===== src/rtl/stress_pkg.sv =====
package stress_pkg;

  typedef enum logic [1:0] {
    WR_IDLE  = 2'd0,
    WR_STALL = 2'd1,
    WR_PUSH  = 2'd2,
    WR_DROP  = 2'd3
  } wr_outcome_t;

endpackage


===== src/rtl/stress_duty.sv =====
module stress_duty #(
  parameter int unsigned PERIOD   = 4,
  parameter int unsigned ON_SLOTS = 3
) (
  input  logic clk,
  input  logic rst,
  input  logic en,
  input  logic throttle,
  output logic slot
);
  localparam int unsigned PW = (PERIOD > 1) ? $clog2(PERIOD) : 1;
  localparam logic [PW-1:0] LAST = PW'(PERIOD - 1);

  logic [PW-1:0] phase_q;

  generate
    if ((1 << PW) == PERIOD) begin : g_pow2
      always_ff @(posedge clk) begin
        if (rst)     phase_q <= '0;
        else if (en) phase_q <= phase_q + 1'b1;
      end
    end else begin : g_cmp
      always_ff @(posedge clk) begin
        if (rst)     phase_q <= '0;
        else if (en) phase_q <= (phase_q == LAST) ? '0 : phase_q + 1'b1;
      end
    end
  endgenerate

  assign slot = en & (~throttle | ({1'b0, phase_q} < (PW+1)'(ON_SLOTS)));

  // Run-length checker: consecutive throttled slots never exceed ON_SLOTS
  logic [PW:0] run_q;
  always_ff @(posedge clk) begin
    if (rst || !(en && throttle)) run_q <= '0;
    else if (slot) begin
      if (run_q != '1) run_q <= run_q + 1'b1;
    end else run_q <= '0;
  end

  a_r2_run_bounded: assert property (@(posedge clk) disable iff (rst)
    (en && throttle && slot) |-> (run_q < (PW+1)'(ON_SLOTS)));

endmodule


===== src/rtl/stress_seq.sv =====
module stress_seq
  import stress_pkg::*;
#(
  parameter int unsigned SEQ_W = 16,
  parameter int unsigned OVF_W = 16
) (
  input  logic             clk,
  input  logic             rst,
  input  wr_outcome_t      outcome,
  output logic [SEQ_W-1:0] seq,
  output logic [OVF_W-1:0] ovf
);
  localparam logic [OVF_W-1:0] OVF_MAX = '1;

  logic issued;
  assign issued = (outcome == WR_PUSH) || (outcome == WR_DROP);

  always_ff @(posedge clk) begin
    if (rst) begin
      seq <= '0;
      ovf <= '0;
    end else begin
      if (issued) seq <= seq + 1'b1;
      if ((outcome == WR_DROP) && (ovf != OVF_MAX)) ovf <= ovf + 1'b1;
    end
  end

  a_r5_stall_holds: assert property (@(posedge clk) disable iff (rst)
    (outcome == WR_STALL) |=> ($stable(seq) && $stable(ovf)));

  a_r6_drop_counts: assert property (@(posedge clk) disable iff (rst)
    (outcome == WR_DROP && ovf != OVF_MAX) |=> (ovf == $past(ovf) + 1'b1));

  a_r7_ovf_saturates: assert property (@(posedge clk) disable iff (rst)
    (ovf == OVF_MAX) |=> (ovf == OVF_MAX));

endmodule


===== src/rtl/stress_drain.sv =====
module stress_drain #(
  parameter int unsigned DRAIN_W = 16
) (
  input  logic               clk,
  input  logic               rst,
  input  logic               rd_en,
  input  logic               rd_empty,
  input  logic               almost_empty,
  input  logic               almost_full,
  output logic [DRAIN_W-1:0] drain,
  output logic               occ_low,
  output logic               occ_high
);
  logic taken;
  assign taken = rd_en & ~rd_empty;

  always_ff @(posedge clk) begin
    if (rst) begin
      drain    <= '0;
      occ_low  <= 1'b0;
      occ_high <= 1'b0;
    end else begin
      if (taken) drain <= drain + 1'b1;
      occ_low  <= almost_empty;
      occ_high <= almost_full;
    end
  end

  a_r8_drain_step: assert property (@(posedge clk) disable iff (rst)
    (rd_en && !rd_empty) |=> (drain == $past(drain) + 1'b1));

  a_r8_drain_idle: assert property (@(posedge clk) disable iff (rst)
    !(rd_en && !rd_empty) |=> $stable(drain));

endmodule


===== src/rtl/occ_tag_stress_gen.sv =====
module occ_tag_stress_gen
  import stress_pkg::*;
#(
  parameter int unsigned SEQ_W       = 16,
  parameter int unsigned DRAIN_W     = 16,
  parameter int unsigned OVF_W       = 16,
  parameter int unsigned DUTY_PERIOD = 4,
  parameter int unsigned DUTY_ON     = 3,
  localparam int unsigned DATA_W     = SEQ_W + DRAIN_W
) (
  input  logic              clk,
  input  logic              rst,
  input  logic              cfg_enable,
  input  logic              cfg_throttle,
  input  logic              cfg_stop_on_full,
  output logic              wr_valid,
  input  logic              wr_ready,
  output logic [DATA_W-1:0] wr_data,
  input  logic              rd_en,
  input  logic              rd_empty,
  input  logic              fifo_almost_empty,
  input  logic              fifo_almost_full,
  output logic              occ_low,
  output logic              occ_high,
  output logic [OVF_W-1:0]  overflow_count
);
  logic               slot;
  wr_outcome_t        outcome;
  logic [SEQ_W-1:0]   seq;
  logic [DRAIN_W-1:0] drain;

  stress_duty #(.PERIOD(DUTY_PERIOD), .ON_SLOTS(DUTY_ON)) u_duty (
    .clk(clk), .rst(rst), .en(cfg_enable), .throttle(cfg_throttle), .slot(slot)
  );

  always_comb begin
    if (!slot)                 outcome = WR_IDLE;
    else if (wr_ready)         outcome = WR_PUSH;
    else if (cfg_stop_on_full) outcome = WR_STALL;
    else                       outcome = WR_DROP;
  end

  stress_seq #(.SEQ_W(SEQ_W), .OVF_W(OVF_W)) u_seq (
    .clk(clk), .rst(rst), .outcome(outcome), .seq(seq), .ovf(overflow_count)
  );

  stress_drain #(.DRAIN_W(DRAIN_W)) u_drain (
    .clk(clk), .rst(rst), .rd_en(rd_en), .rd_empty(rd_empty),
    .almost_empty(fifo_almost_empty), .almost_full(fifo_almost_full),
    .drain(drain), .occ_low(occ_low), .occ_high(occ_high)
  );

  assign wr_valid = slot;
  assign wr_data  = {drain, seq};

  a_r4_seq_advances: assert property (@(posedge clk) disable iff (rst)
    (wr_valid && (wr_ready || !cfg_stop_on_full))
      |=> (wr_data[SEQ_W-1:0] == $past(wr_data[SEQ_W-1:0]) + 1'b1));

  a_r5_valid_held: assert property (@(posedge clk) disable iff (rst)
    (wr_valid && !wr_ready && cfg_stop_on_full && cfg_enable && !cfg_throttle)
      |=> wr_valid || !cfg_enable);

endmodule


===== config.mk =====
export PLATFORM = sky130hd
export DESIGN_NAME = occ_tag_stress_gen
export DESIGN_NICKNAME = d
export VERILOG_FILES = /design/src/rtl/stress_pkg.sv /design/src/rtl/stress_duty.sv /design/src/rtl/stress_seq.sv /design/src/rtl/stress_drain.sv /design/src/rtl/occ_tag_stress_gen.sv
export SDC_FILE = /design/constraint.sdc
export NUM_CORES = 1
export LEC_CHECK = 0
export ABC_CLOCK_PERIOD_IN_PS = 1800
export BUFFER_PORTS_ARGS = -buffer_cell sky130_fd_sc_hd__buf_2
export CAP_MARGIN = 15
export CORE_MARGIN = 1.5
export CORE_UTILIZATION = 48
export DETAILED_ROUTE_END_ITERATION = 16
export PLACE_DENSITY = 0.86
export SLEW_MARGIN = 20
export SYNTH_ARGS = -nofsm -noshare
export SYNTH_HDL_FRONTEND = slang
export SYNTH_SLANG_ARGS = --single-unit
export TNS_END_PERCENT = 10

===== constraint.sdc =====
create_clock -name clk -period 1.8 [get_ports clk]
set_input_delay 0.18 -clock clk [delete_from_list [all_inputs] [get_ports clk]]
set_output_delay 0.18 -clock clk [all_outputs]
set_load 0.005 [all_outputs]

After elaboration in Yosys (flattened, before gate mapping)

Index checks and enable logic that the tools add are counted.
W data, S select, Z words.

Flip-flop bits (word level): 52
Input port bits: 10
Output and inout port bits: 51
Word-level logic and storage cells: 24

Add/sub/neg operators: 4
Magnitude comparators: 1
Equality and inequality tests: 3
Muxes and demuxes: 3
Bitwise gates (word level): 5
Reductions and logical operators: 2

Operators with widths:

| kind                    | count |
|---|---|
| $add A16 B1 Y16 const B | 3 |
| $ne A16 B16 Y1 const B  | 1 |
| $mux W2                 | 3 |
| $eq A2 B2 Y1 const B    | 2 |
| $add A2 B1 Y2 const B   | 1 |
| $and A1 B1 Y1           | 2 |
| $lt A2 B2 Y1 const B    | 1 |
| $not A1 Y1              | 2 |
| $logic_and A1 B1 Y1     | 1 |
| $logic_or A1 B1 Y1      | 1 |
| $or A1 B1 Y1            | 1 |

Longest topological paths before layout

Gate-level depths: netlist of run 1.

Word-level depth: 6
Mapped depth: 7

Modules after synthesis

A second synthesis of run 1 with hierarchy kept.

Cell total of the unflattened synthesis: 272
Area total of the unflattened synthesis: 2,463.6 µm²

By module, submodules not included:

| module             | times used | cells an instance | area each (µm²) |
|---|---|---|---|
| stress_seq         | 1          | 177               | 1,574.0 |
| stress_drain       | 1          | 84                | 779.5 |
| stress_duty        | 1          | 8                 | 90.1 |
| occ_tag_stress_gen | 1          | 3                 | 20.0 |

Worst setup path after synthesis of run 1

OpenSTA, ideal clock, no wires.

Path type: register to register
Start: register u_duty.phase_q[0]
End: register u_seq.seq[15]
Library setup time: 0.070 ns
Arrival time: 1.806 ns
Required time: 1.730 ns
Path slack: -0.076 ns
Stages on the path, launching flop included: 7
Path buffers: 1
Clock period less this slack: 1.876 ns
Path through: dfxtp_1 > ha_1 > a21bo_4 > or3_4 > buf_6 > or4_1 > a21oi_1

Word-level cells in the longest chain between the ends: 6
Elaborated cells between the ends (all ways): 7

Ends and longest elaborated chain:

| item                   | RTL line                 | text |
|---|---|---|
| start, declared        | stress_duty.sv:14        | `logic [PW-1:0] phase_q;` |
| start signal, assigned | stress_duty.sv:20        | `else if (en) phase_q <= phase_q + 1'b1;` |
| $lt A2 B2 Y1 (*)       | stress_duty.sv:30        | `assign slot = en & (~throttle \| ({1'b0, phase_q} < (PW+1)'(ON_SLOTS)));` |
| $or A1 B1 Y1 (*)       | stress_duty.sv:30        |  |
| $and A1 B1 Y1 (*)      | stress_duty.sv:30        |  |
| $mux W2 (*)            | occ_tag_stress_gen.sv:37 | `if (!slot) outcome = WR_IDLE;` |
| $eq A2 B2 Y1           | stress_seq.sv:16         | `assign issued = (outcome == WR_PUSH) \|\| (outcome == WR_DROP);` |
| $logic_or A1 B1 Y1 (*) | stress_seq.sv:16         |  |
| end signal, assigned   | stress_seq.sv:23         | `if (issued) seq <= seq + 1'b1;` |
| end, declared          | stress_seq.sv:10         | `output logic [SEQ_W-1:0] seq,` |

Every way passes the cells marked *; elsewhere a longest branch is shown, timed or not.
A chain may end at the register's enable or synchronous reset.

Final worst setup path of run 1

Start: register u_duty.phase_q[1]
End: register u_seq.ovf[10]

Word-level cells in the longest chain between the ends: 6

Ends and longest elaborated chain:

| item                 | RTL line                 | text |
|---|---|---|
| $lt A2 B2 Y1         | stress_duty.sv:30        |  |
| $or A1 B1 Y1         | stress_duty.sv:30        |  |
| $and A1 B1 Y1        | stress_duty.sv:30        |  |
| $mux W2              | occ_tag_stress_gen.sv:37 |  |
| $eq A2 B2 Y1         | stress_seq.sv:24         | `if ((outcome == WR_DROP) && (ovf != OVF_MAX)) ovf <= ovf + 1'b1;` |
| $logic_and A1 B1 Y1  | stress_seq.sv:24         |  |
| end signal, assigned | stress_seq.sv:24         |  |
| end, declared        | stress_seq.sv:11         | `output logic [OVF_W-1:0] ovf` |

No other way between the ends.

==> run summary, run 1 <==
Post-route antenna net violation count: 0
Status: completed
Chip width: 74.97 um
Vias per cell: 5.604
Iteration-0 DRC Markers: 152
Core Rows: 26
Final hold viol count: 0
Effective utilization at floorplan: 0.4931
Largest net degree at the start of global routing: 33
Worst Path Arrival: 2000 ps
GRT Util Overall: 0.2110
Fmax: 556.4 MHz
Worst-path clk slew: 90 ps
Initial antenna violation count: 0
Clock tree sinks: 52
Clock latency reported for the late side of the worst-skew pair: 310 ps
Yosys reg bits: 52
Htree depth: 2
GPL Wtd Cong: 0.7893
Critical path class: reg -> reg
Register area: 1044 um2
Vias in the first global route: 2196
Seq/Total Area, Yosys: 0.4187
Startpoint types: flip-flop
Worst hold slack: 80.15 ps
WL final: 5771 um
First-pass GRT wire length: 9321 um
Post-DR wirelength/cell: 13.36 um
Final Max Slew Viols: 0
I/O pin count: 61
Die H: 74.97 um
Drt pass-1 iters: 4
Syn_nets: 299
TritonCTS clock tree: done
CP Max Fanout: 7
PnR worst setup slack: 2.579 ps
Relative slew slack: 0.6220
Final min period: 1797 ps
Synth cell types: 37
RSZ-0062 raised after global routing: true
Slew @ Worst Pin: 567.0 ps
Synthesized area per cell: 8.723 um2
PD cells: 632.0 nW/um2
Leak pwr: 1.245 nW
Grt ovf: 0
HPWL Detailed: 4064 um
Worst IR Drop VDD: 446.9 uV
Post-place setup slack: -74.52 ps
Root Buffer: clkbuf_8
Fin crit share: 0.9986
Share of cells above drive strength 1: 0.3066
Core Box Area: 5042 um2
Max-cap viol count: 0
Multi-input gate area: 1425 um2
Skew final: 10.36 ps
Die ar.: 5621 um2
CTS Buf Count: 5
Cts hold-fix bufs: 0
Cells after Synth: 285
Ys Warns: 0
Routed vias: 2421
Fillers: 424
I/O Buffers: 60
Clk buf depth: 2
# setup viols final: 0
Synthesized area: 2486 um2
Area delta synth->final: 25.47%
# nets final: 375
Hold Path Class: in -> reg
Crit. End Element: flip-flop
Final routed DRC violation total: 0
Ant. Diodes: 0
Required arrival time at the worst endpoint: 2000 ps
[state kept, by name, indices dropped and copies added (netlist names)]
name / cells
u_drain.occ_high: 1
u_seq.seq: 16
u_duty.phase_q: 2
u_drain.drain: 16
u_drain.occ_low: 1
u_seq.ovf: 16
[layer usage]
metal | share of wire | wire [um] | track usage
met2 | 0.49 | 2836 | 0.3648
met1 | 0.44 | 2559 | 0.2646
met5 | 0 | 0 | 0
met3 | 0.053 | 307 | 0.04284
met4 | 0.012 | 69 | 0.06465
[layout by cell type (no fill, tap or decap), types with 2 or more instances in the layout]
master,synthesis,routed
buf_2,0,60
dfxtp_1,52,50
nor2_1,32,32
a21oi_1,22,20
buf_4,1,19
nand4_1,15,15
o31ai_1,14,14
nand3_1,15,13
xnor2_1,12,12
nand2_1,13,12
or4_1,14,12
inv_1,8,7
nor3_1,7,7
xor2_1,7,7
nor2b_1,7,7
o21ai_0,7,7
nor4_1,8,6
mux2_2,6,6
and3_1,5,5
or3_1,5,5
clkbuf_8,0,5
and4_1,4,4
and2_1,3,3
ha_1,4,3
nand4b_1,2,2
and4b_1,2,2
mux2i_1,2,2
nand3_2,0,2
nor4_2,0,2
or4_4,0,2
a21oi_2,0,2
dfxtp_2,0,2
[cell type report]
cell class | instances | share of cell area
sequential | 52 | 0.3345
clock buffer | 6 | 0.02327
inverter | 8 | 0.01083
clock inverter | 2 | 0.004412
multi-input combinational | 215 | 0.4569
tap | 70 | 0.02808
timing repair buffer | 79 | 0.1420
[power by group]
part           internal, mW  switching [mW]  total (mW)
Combinational        0.0547          0.0694       0.124
Sequential             1.17          0.0129        1.18
Clock                 0.278           0.390       0.668
Total                  1.50           0.473        1.97
[repair_timing]
action	CTS	global route
pin swaps	0	4
setup endpoints to repair	10	21
gates resized for setup	3	8
setup buffers	0	0
[per-stage QoR]
stage | cells | cell area (um2) | utilization | TNS, ps | power (mW)
floorplan | 285 | 2501 | - | 0 | 1.275
global placement | 424 | 2983 | 0.5916 | 0 | 1.321
detailed placement | 424 | 2983 | 0.5916 | -128.1 | 1.327
CTS | 432 | 3084 | 0.6117 | 0 | 1.983
global route | 432 | 3119 | 0.6186 | -718.7 | 2.037
finish | 432 | 3119 | 0.6186 | 0 | 1.971
[kinds of logic (layout without fill, tap and decap cells)]
logic type	Yosys count	after routing	share of synthesized area
fa+ha+maj	4	4	0.02013
flops	52	52	0.4187
mux	8	8	0.03523
simple gates	139	139	0.3176
buf+inv	18	95	0.03171
compound gates	45	45	0.1097
xor+xnor	19	19	0.06694
[path summary, 6_finish.rpt]
kind | to | slack [ps] | from | cells after the start
setup / recovery | u_seq.ovf[10]$_SDFFE_PP0P_ | 3 | u_duty.phase_q[1]$_SDFFE_PP0P_ | 6
hold / removal | u_drain.occ_high$_SDFF_PP0_ | 80 | fifo_almost_full | 2
setup reg to reg | u_seq.ovf[10]$_SDFFE_PP0P_ | 3 | u_duty.phase_q[1]$_SDFFE_PP0P_ | 6
hold reg to reg | u_seq.seq[15]$_SDFFE_PP0P_ | 490 | u_seq.seq[15]$_SDFFE_PP0P_ | 2
[Yosys cell counts]
| cell | number | share of area |
|---|---|---|
| a21oi_1 | 22 | 0.044 |
| a21bo_4 | 1 | 0.0065 |
| and4_1 | 4 | 0.014 |
| clkbuf_1 | 6 | 0.0091 |
| nand2_1 | 13 | 0.020 |
| and2b_2 | 1 | 0.0035 |
| nand4_1 | 15 | 0.038 |
| inv_1 | 8 | 0.012 |
| nor2_1 | 32 | 0.048 |
| buf_1 | 2 | 0.0030 |
| and2_1 | 3 | 0.0075 |
| or3_4 | 1 | 0.0045 |
| a31oi_1 | 1 | 0.0025 |
| nor3b_1 | 1 | 0.0030 |
| nor4_1 | 8 | 0.020 |
| xor2_1 | 7 | 0.025 |
| nor2b_1 | 7 | 0.018 |
| xnor2_1 | 12 | 0.042 |
| nor3_1 | 7 | 0.014 |
| or3b_2 | 1 | 0.0035 |
| o31ai_1 | 14 | 0.042 |
| mux2_2 | 6 | 0.027 |
| mux2i_1 | 2 | 0.0081 |
| buf_6 | 1 | 0.0045 |
| ha_1 | 4 | 0.020 |
| nor4b_1 | 1 | 0.0035 |
| and4b_1 | 2 | 0.0081 |
| o21ai_0 | 7 | 0.014 |
| dfxtp_1 | 52 | 0.42 |
| and3_1 | 5 | 0.013 |
| or4_1 | 14 | 0.042 |
| nand3_1 | 15 | 0.030 |
| nand4b_1 | 2 | 0.0070 |
| nand2b_1 | 1 | 0.0025 |
| or3_1 | 5 | 0.013 |
| buf_4 | 1 | 0.0030 |
| nand4_2 | 1 | 0.0050 |
[worst max-delay path: stages (launching register included)]
cell        delay, ps
dfxtp_2           350
ha_4              150
a21bo_4           220
clkinvlp_4        140
nand4_1           140
nor4_2            320
mux2_2            360
No activity file was read; power rests on OpenSTA's default activity.
==> inputs of run 2 (changes only) <==
--- a/config.mk
+++ b/config.mk
@@ -5,13 +5,13 @@
 export SDC_FILE = /design/constraint.sdc
 export NUM_CORES = 1
 export LEC_CHECK = 0
-export ABC_CLOCK_PERIOD_IN_PS = 1800
+export ABC_CLOCK_PERIOD_IN_PS = 2300
 export BUFFER_PORTS_ARGS = -buffer_cell sky130_fd_sc_hd__buf_2
 export CAP_MARGIN = 15
 export CORE_MARGIN = 1.5
-export CORE_UTILIZATION = 48
+export CORE_UTILIZATION = 57
 export DETAILED_ROUTE_END_ITERATION = 16
-export PLACE_DENSITY = 0.86
+export PLACE_DENSITY = 0.94
 export SLEW_MARGIN = 20
 export SYNTH_ARGS = -nofsm -noshare
 export SYNTH_HDL_FRONTEND = slang
==> constraint.sdc (replaced) <==
create_clock -name clk -period 2.3 [get_ports clk]
set_input_delay 0.23 -clock clk [delete_from_list [all_inputs] [get_ports clk]]
set_output_delay 0.23 -clock clk [all_outputs]
set_load 0.005 [all_outputs]
==> run summary, run 2 (synthesis results as in run 1) <==
Post-DP Area: 2830 um2 (was 2983 um2)
CTS Buf Count: 5 (unchanged)
Skew final: 11.69 ps (was 10.36 ps)
Final min period: 2131 ps (was 1797 ps)
I/O pin count: 61 (unchanged)
GRT Util Overall: 0.2361 (was 0.2110)
Finished Layout Cells: 397 (was 432)
CP bufs+invs: 1 (unchanged)
Die ar.: 4767 um2 (was 5621 um2)
# resized after CTS: 0 (was 3)
Largest stage delay, worst path: 370 ps (was 360 ps)
Post-CTS Setup Inserts: 0 (unchanged)
HPWL Detailed: 3887 um (was 4064 um)
Vias per cell: 5.995 (was 5.604)
TritonCTS clock tree: done (unchanged)
Drt pass-1 iters: 4 (unchanged)
Worst hold slack: 124.3 ps (was 80.15 ps)
Leak pwr: 1.174 nW (was 1.245 nW)
Post-DR wirelength/cell: 14.01 um (was 13.36 um)
Die H: 69.04 um (was 74.97 um)
Commonest non-fill, non-tap cell in the layout: buf_2 (unchanged)
Ant. Diodes: 0 (unchanged)
Clock latency reported for the late side of the worst-skew pair: 310 ps (about the same)
Iteration-0 DRC Markers: 216 (was 152)
Post-route antenna net violation count: 0 (unchanged)
Relative slew slack: 0.6444 (was 0.6220)
Initial antenna violation count: 0 (unchanged)
Final Max Slew Viols: 0 (unchanged)
PD cells: 526.2 nW/um2 (was 632.0 nW/um2)
Critical path cell sequence: ha_1 > a21bo_4 > inv_1 > nand3_1 > nor4_1 > mux2_2 (was ha_4 > a21bo_4 > clkinvlp_4 > nand4_1 > nor4_2 > mux2_2)
Slew @ Worst Pin: 531.9 ps (was 567.0 ps)
Htree depth: 2 (unchanged)
Share of cells above drive strength 1: 0.2334 (was 0.3066)
Core Rows: 23 (was 26)
Fmax: 469.2 MHz (was 556.4 MHz)
RSZ-0062 raised after global routing: false (was true)
Fin area: 2920 um2 (was 3119 um2)
Max-cap viol count: 0 (unchanged)
Grt ovf: 0 (unchanged)
Vias in the first global route: 2203 (was 2196)
Chip width: 69.04 um (was 74.97 um)
Startpoint types: flip-flop (unchanged)
CP Max Fanout: 11 (was 7)
Status: completed (unchanged)
Clk buf depth: 2 (unchanged)
Setup tns final: 0 ps (unchanged)
Hold Path Class: in -> reg (unchanged)
Root Buffer: clkbuf_8 (unchanged)
Worst Path Arrival: 2330 ps (was 2000 ps)
CP top delay family: simple AND/OR/NAND/NOR gates (unchanged)
Worst IR Drop VDD: 292.1 uV (was 446.9 uV)
Fin crit share: 0.9267 (was 0.9986)
Final Util: 0.7146 (was 0.6186)
Area delta synth->final: 17.46% (was 25.47%)
# nets final: 360 (was 375)
Clock tree sinks: 52 (unchanged)
Final routed DRC violation total: 0 (unchanged)
Critical path class: reg -> reg (unchanged)
Post-Place Cells: 389 (was 424)
Effective utilization at floorplan: 0.6084 (was 0.4931)
First-pass GRT wire length: 9632 um (was 9321 um)
Largest net degree at the start of global routing: 33 (unchanged)
Routed vias: 2380 (was 2421)
I/O Buffers: 60 (unchanged)
Crit. End Element: flip-flop (unchanged)
Cts hold-fix bufs: 0 (unchanged)
Most frequent cells in the layout: buf_2 (60), dfxtp_1 (52), nor2_1 (32) (was buf_2 (60), dfxtp_1 (50), nor2_1 (32))
Required arrival time at the worst endpoint: 2490 ps (was 2000 ps)
Biggest regs: u_drain.drain: 16 flops, u_seq.ovf: 16 flops, u_seq.seq: 16 flops (unchanged)
Core Box Area: 4086 um2 (was 5042 um2)
GPL Wtd Cong: 0.7825 (was 0.7893)
WL final: 5561 um (was 5771 um)
Worst-path clk slew: 90 ps (about the same)
Slowest-stage cell, CP: mux2_2 (unchanged)
Final hold viol count: 0 (unchanged)
# setup viols final: 0 (unchanged)
[run 2: final timing paths]
| path | start | endpoint | slack [ps] | depth (start not counted) |
|---|---|---|---|---|
| setup / recovery | u_duty.phase_q[0]$_SDFFE_PP0P_ | u_seq.ovf[14]$_SDFFE_PP0P_ | 170 | 6 |
| hold / removal | fifo_almost_full | u_drain.occ_high$_SDFF_PP0_ | 120 | 2 |
| setup reg to reg | u_duty.phase_q[0]$_SDFFE_PP0P_ | u_seq.ovf[14]$_SDFFE_PP0P_ | 170 | 6 |
| hold reg to reg | u_seq.seq[15]$_SDFFE_PP0P_ | u_seq.seq[15]$_SDFFE_PP0P_ | 480 | 2 |
[run 2: metrics by stage]
step                      setup slack, ps  power [mW]
final                               168.6       1.537
after global routing                52.45       1.596
after detailed placement            220.3       1.026
after global placement              323.4       1.021
after floorplan                     423.8      0.9945
after CTS                           177.9       1.545
[run 2: area by class of cell]
cell class	instances	area, um2
Inverter	8	30.03
Sequential cell	52	1041
Clock buffer	8	90.09
Timing Repair Buffer	64	330.3
Tap cell	50	62.56
Fill cell	324	1166
Multi-Input combinational cell	215	1366
[run 2: layer usage]
layer  vias to the layer above  GRT usage  part of all wire
met5                         -          0                 0
met4                         0    0.07407             0.010
met3                         8    0.04532             0.041
met2                        66     0.3996              0.49
met1                      1133     0.3033              0.46
li1                       1173          -                 -
[run 2: power by group]
part / internal [mW] / total [mW] / switching [mW]
registers: 0.912 / 0.923 / 0.0113
clock network: 0.246 / 0.532 / 0.286
logic: 0.0337 / 0.0820 / 0.0483
